===== src/rtl/cs_gated_regbuf_pkg.sv =====
`timescale 1ns/1ps
package cs_gated_regbuf_pkg;
  typedef struct packed {
    logic odt;
    logic cke;
    logic cs_n;
  } ctrl_bits_t;
endpackage


===== src/rtl/regbuf_lane_map.sv =====
`timescale 1ns/1ps
module regbuf_lane_map
  import cs_gated_regbuf_pkg::*;
#(
  parameter int WIDE_W     = 22,
  parameter int SPLIT_W    = 11,
  parameter int B_ODT_LANE = 9,
  parameter int B_CKE_LANE = 10,
  parameter int B_EXTRA0   = 11,
  parameter int B_EXTRA1   = 12
) (
  input  logic              mode_split,
  input  logic              map_b,
  input  logic [WIDE_W-1:0] din,
  input  logic              odt_in,
  input  logic              cke_in,
  input  logic              dcs_n,
  output logic [WIDE_W-1:0] nxt_data,
  output ctrl_bits_t        nxt_ctrl
);
  localparam int UPPER_W = WIDE_W - SPLIT_W;

  logic [SPLIT_W-1:0] split_vec;

  // In the second assignment the lanes that carry ODT and CKE are
  // replaced by two lanes that the first assignment leaves idle.
  for (genvar k = 0; k < SPLIT_W; k++) begin : g_map
    localparam int SRC_B = (k == B_ODT_LANE) ? B_EXTRA0 :
                           ((k == B_CKE_LANE) ? B_EXTRA1 : k);
    assign split_vec[k] = map_b ? din[SRC_B] : din[k];
  end

  logic use_lane_ctrl;
  assign use_lane_ctrl = mode_split & map_b;

  always_comb begin
    nxt_data      = mode_split ? {{UPPER_W{1'b0}}, split_vec} : din;
    nxt_ctrl.odt  = use_lane_ctrl ? din[B_ODT_LANE] : odt_in;
    nxt_ctrl.cke  = use_lane_ctrl ? din[B_CKE_LANE] : cke_in;
    nxt_ctrl.cs_n = dcs_n;
  end
endmodule


===== src/rtl/regbuf_hold_bank.sv =====
`timescale 1ns/1ps
module regbuf_hold_bank #(
  parameter int W = 22
) (
  input  logic         clk,
  input  logic         rst_n,
  input  logic         load_en,
  input  logic [W-1:0] d,
  output logic [W-1:0] q
);
  always_ff @(posedge clk or negedge rst_n) begin
    if (!rst_n)       q <= '0;
    else if (load_en) q <= d;
  end
endmodule


===== src/rtl/regbuf_ctrl_stage.sv =====
`timescale 1ns/1ps
module regbuf_ctrl_stage
  import cs_gated_regbuf_pkg::*;
(
  input  logic       clk,
  input  logic       rst_n,
  input  ctrl_bits_t nxt_ctrl,
  input  logic       mode_split,
  output ctrl_bits_t ctrl_r,
  output logic       split_r
);
  // Control bits and the mode copy load on every edge: no select gating.
  always_ff @(posedge clk or negedge rst_n) begin
    if (!rst_n) begin
      ctrl_r  <= '0;
      split_r <= 1'b0;
    end else begin
      ctrl_r  <= nxt_ctrl;
      split_r <= mode_split;
    end
  end
endmodule


===== src/rtl/regbuf_fanout.sv =====
`timescale 1ns/1ps
module regbuf_fanout
  import cs_gated_regbuf_pkg::*;
#(
  parameter int WIDE_W  = 22,
  parameter int SPLIT_W = 11
) (
  input  logic [WIDE_W-1:0]  data_r,
  input  ctrl_bits_t         ctrl_r,
  input  logic               split_r,
  output logic [WIDE_W-1:0]  qa,
  output logic [SPLIT_W-1:0] qb,
  output logic               odt_qa,
  output logic               odt_qb,
  output logic               cke_qa,
  output logic               cke_qb,
  output logic               cs_qa_n,
  output logic               cs_qb_n
);
  localparam int UPPER_W = WIDE_W - SPLIT_W;

  always_comb begin
    qa      = split_r ? {{UPPER_W{1'b0}}, data_r[SPLIT_W-1:0]} : data_r;
    qb      = split_r ? data_r[SPLIT_W-1:0] : '0;
    odt_qa  = ctrl_r.odt;
    cke_qa  = ctrl_r.cke;
    cs_qa_n = ctrl_r.cs_n;
    odt_qb  = split_r & ctrl_r.odt;
    cke_qb  = split_r & ctrl_r.cke;
    cs_qb_n = split_r & ctrl_r.cs_n;
  end
endmodule


===== src/rtl/cs_gated_regbuf.sv =====
`timescale 1ns/1ps
module cs_gated_regbuf
  import cs_gated_regbuf_pkg::*;
#(
  parameter int WIDE_W     = 22,
  parameter int SPLIT_W    = 11,
  parameter int B_ODT_LANE = 9,
  parameter int B_CKE_LANE = 10,
  parameter int B_EXTRA0   = 11,
  parameter int B_EXTRA1   = 12
) (
  input  logic               clk,
  input  logic               rst_n,
  input  logic               mode_split,
  input  logic               map_b,
  input  logic [WIDE_W-1:0]  din,
  input  logic               odt_in,
  input  logic               cke_in,
  input  logic               dcs_n,
  input  logic               csr_n,
  output logic [WIDE_W-1:0]  qa,
  output logic [SPLIT_W-1:0] qb,
  output logic               odt_qa,
  output logic               odt_qb,
  output logic               cke_qa,
  output logic               cke_qb,
  output logic               cs_qa_n,
  output logic               cs_qb_n
);
  logic [WIDE_W-1:0] nxt_data;
  logic [WIDE_W-1:0] data_r;
  ctrl_bits_t        nxt_ctrl;
  ctrl_bits_t        ctrl_r;
  logic              split_r;
  logic              load_en;

  // Data loads when at least one select is asserted (low).
  assign load_en = ~(dcs_n & csr_n);

  regbuf_lane_map #(
    .WIDE_W(WIDE_W), .SPLIT_W(SPLIT_W),
    .B_ODT_LANE(B_ODT_LANE), .B_CKE_LANE(B_CKE_LANE),
    .B_EXTRA0(B_EXTRA0), .B_EXTRA1(B_EXTRA1)
  ) map_i (
    .mode_split(mode_split), .map_b(map_b), .din(din),
    .odt_in(odt_in), .cke_in(cke_in), .dcs_n(dcs_n),
    .nxt_data(nxt_data), .nxt_ctrl(nxt_ctrl)
  );

  regbuf_hold_bank #(.W(WIDE_W)) bank_i (
    .clk(clk), .rst_n(rst_n), .load_en(load_en),
    .d(nxt_data), .q(data_r)
  );

  regbuf_ctrl_stage ctrl_i (
    .clk(clk), .rst_n(rst_n), .nxt_ctrl(nxt_ctrl),
    .mode_split(mode_split), .ctrl_r(ctrl_r), .split_r(split_r)
  );

  regbuf_fanout #(.WIDE_W(WIDE_W), .SPLIT_W(SPLIT_W)) fan_i (
    .data_r(data_r), .ctrl_r(ctrl_r), .split_r(split_r),
    .qa(qa), .qb(qb), .odt_qa(odt_qa), .odt_qb(odt_qb),
    .cke_qa(cke_qa), .cke_qb(cke_qb),
    .cs_qa_n(cs_qa_n), .cs_qb_n(cs_qb_n)
  );
endmodule


===== config.mk =====
export PLATFORM = sky130hd
export DESIGN_NAME = cs_gated_regbuf
export DESIGN_NICKNAME = d
export VERILOG_FILES = /design/src/rtl/cs_gated_regbuf_pkg.sv /design/src/rtl/regbuf_lane_map.sv /design/src/rtl/regbuf_hold_bank.sv /design/src/rtl/regbuf_ctrl_stage.sv /design/src/rtl/regbuf_fanout.sv /design/src/rtl/cs_gated_regbuf.sv
export SDC_FILE = /design/constraint.sdc
export NUM_CORES = 1
export LEC_CHECK = 0
export ABC_AREA = 1
export BUFFER_PORTS_ARGS = -buffer_cell sky130_fd_sc_hd__buf_2
export CORE_MARGIN = 2
export CORE_UTILIZATION = 42
export CTS_BUF_LIST = sky130_fd_sc_hd__clkbuf_2 sky130_fd_sc_hd__clkbuf_4 sky130_fd_sc_hd__clkbuf_8
export CTS_CLUSTER_DIAMETER = 80
export DETAILED_ROUTE_END_ITERATION = 7
export PLACE_DENSITY = 0.87
export REMOVE_ABC_BUFFERS = 1
export SYNTH_ARGS = -nofsm -noshare
export SYNTH_HDL_FRONTEND = slang
export SYNTH_SLANG_ARGS = --single-unit

===== constraint.sdc =====
create_clock -name clk -period 0.8 [get_ports clk]
set_input_delay 0.04 -clock clk [delete_from_list [all_inputs] [get_ports clk]]
set_output_delay 0.04 -clock clk [all_outputs]
set_load 0.01 [all_outputs]

==> impl_metrics.tcl <==
set metrics [dict create \
    syn_avg_cell_area_um2 7.990 \
    via_per_inst 4.228 \
    rows 20 \
    hpwl_mm 2.153 \
    crit_type "register to primary output" \
    outcome "finished, violations left" \
    finClkSkew_ns 0 \
    port_buffers 68 \
    synth_most_common_cell "nand2_1" \
    peakVddDrop_uv 698.7 \
    total_power_uw 2927 \
    crit_fanout 8 \
    nets 289 \
    synth_top_area_share_pct 49.06 \
    stdcell_count 302 \
    relSlewSlack_pct 75.27 \
    antenna_left 0 \
    drv_slew 0 \
    fin_ws_ns -0.3896 \
    max_stage_delay_ns 0.45 \
    fin_crit_ns 1.190 \
    synth-edff-count 0 \
    synth_flop_cell "dfrtp_1" \
    antenna_found_initial 0 \
    dr.pass1.iters 5 \
    cts_root_buf "clkbuf_4" \
    placed_cells_incl_taps 266 \
    synth_cell_types 14 \
    start_util_pct 43.80 \
    wirelength_mm 3.282 \
    grt_pass1_wl_mm 4.885 \
    overflow 0 \
    cts.htree.levels 1 \
    drive_above_1_share_pct 40.70 \
    tritoncts "yes" \
    path_buf_inv 2 \
    cp-end-kind "primary output" \
    area_growth_pct 56.32 \
    worst_path_max_delay_cell "dfrtp_1" \
    yosys-top-cells-area "dfrtp_1 (49%), nand2_1 (14%), inv_1 (8.5%), buf_4 (6.8%), nand3_1 (5.7%)" \
    leakage_uw 0.001209 \
    die-area_um2 3623 \
    core_area_um2 3028 \
    power_density_nw_per_um2 1412 \
    antenna_cells 0 \
    async_reset_ff_share_pct 100.0 \
    maxCapViolCount 0 \
    worstMarginPinSlew_ns 0.3706 \
    num_vias 1277 \
    cts_max_path_buffers 2 \
    cpLargestDelayFamily "flip-flops" \
    required_ns 0.76 \
    yosys-top-cells-count "nand2_1 (49), inv_1 (30), dfrtp_1 (26), nand3_1 (15), buf_4 (12)" \
    hold_class "input port to register" \
    clock_latency_ns 0.31 \
    drt_iter0_markers 35 \
    yosysWarnings 0 \
    clkSinkCount 26 \
    die_w_um 60.20 \
    arrival_ns 1.15 \
    place_congestion 0.7024 \
    rsz0062_at_grt "true" \
    min_period_over_period_pct 148.7 \
    cts_made_buffers 3 \
    hold_viol 0 \
    post_drt_wl_per_cell_um 10.87 \
    path_cells "buf_6 > nor2_2 > buf_2" \
    die_h_um 60.20 \
    violations "negative setup slack" \
    ys_seq_area_share_pct 49.06 \
    grt_max_degree 24 \
    drc 0 \
    yosys.area.top_type "dfrtp_1" \
    ys_ff_latch 26 \
    track_usage_pct 17.90 \
    placed_cell_area_um2 1637 \
    grt_pass1_vias 1155 \
    finalSetupViolCount 39 \
    final_area_um2 2073 \
    worstSetupStartpointType "register" \
    syn_inst 166 \
    fillers 264 \
    max_freq_mhz 840.7 \
    cts.clk_slew.worst_paths_ns 0.14 \
    num_io_pins 69 \
    syn-cell-area_um2 1326 \
]
-- placed cells by master, fill, tap and decap left out, drive strengths merged --
cell         count
nand3           15
clkbuf           4
dlygate4sd3     27
dfrtp           26
buf             80
nand2           51
inv             31
o21ai           13
nor2            11
-- repair_timing --
action,CTS,global route
pin swaps,11,0
resized for setup,10,17
endpoints found under the hold margin,50,0
endpoints found under the setup margin,39,39
hold buffers,27,0
setup buffers,3,2
-- power by group --
| part | total, uW | internal, uW | switching, uW | leakage, uW |
|---|---|---|---|---|
| Clock | 651 | 278 | 373 | 0.0000210 |
| Combinational | 802 | 408 | 394 | 0.000867 |
| Sequential | 1470 | 1420 | 58.7 | 0.000321 |
-- path summary, 6_finish.rpt --
| check | startpoint | end | depth (start not counted) | slack [ns] |
|---|---|---|---|---|
| max reg2reg | bank_i.q[8]$_DFFE_PN0N_ | bank_i.q[8]$_DFFE_PN0N_ | 3 | 0.01 |
| max in group asynchronous | rst_n | bank_i.q[8]$_DFFE_PN0N_ | 3 | 0.31 |
| min reg2reg | bank_i.q[0]$_DFFE_PN0N_ | bank_i.q[0]$_DFFE_PN0N_ | 2 | 0.51 |
| min in group asynchronous | rst_n | bank_i.q[14]$_DFFE_PN0N_ | 2 | 0.12 |
| max | ctrl_i.split_r$_DFF_PN0_ | qa[14] | 3 | -0.39 |
| min | csr_n | bank_i.q[12]$_DFFE_PN0N_ | 3 | 0.02 |
-- worst min-delay path, cell delays in order --
cell     delay [ns]
buf_2          0.11
nand2_4        0.10
o21ai_2        0.05
-- stage by stage --
stage | TNS, ns | setup WS [ns] | hold slack (ns) | util (%)
2_1_floorplan | -1.842 | -0.08775 | -0.2556 | -
3_5_place_dp | -0.1635 | -0.04776 | -0.07574 | 54.05
3_3_place_gp | -0.08525 | -0.04166 | -0.08125 | 54.05
6_report | -10.84 | -0.3896 | 0.02067 | 68.47
5_1_grt | -12.91 | -0.4547 | 0.02410 | 68.47
4_1_cts | -10.98 | -0.3823 | 0.02030 | 66.07
-- logic make-up after synthesis --
group,after synthesis,synth area share (%)
AO/OA/AOI/OAI,13,5.755
buffers and inverters,50,21.23
flip-flops,26,49.06
AND/OR/NAND/NOR,77,23.96
-- final cells by class --
cell class                 count  area, um^2  share of cell area, %
clock buffer                   4       36.28                  1.750
inverter                      31       118.9                  5.733
multi-input combinational     90       431.7                  20.82
sequential                    26       650.6                  31.38
tap                           44       55.05                  2.655
timing repair buffer         107       780.7                  37.66
-- routing by layer --
layer	wire length, um	part of all wire [%]	GRT usage [%]	vias up
li1	-	-	-	661
met1	1297	40	21.08	582
met2	1847	56	33.23	32
met3	110	3.4	1.732	2
met4	27	0.82	6.349	0
met5	0	0	0	-
-- sequential cells by signal, indices dropped and copies added (netlist names) --
register	flops
bank_i.q	22
ctrl_i.ctrl_r	3
ctrl_i.split_r	1
No activity file was read; power rests on OpenSTA's default activity.
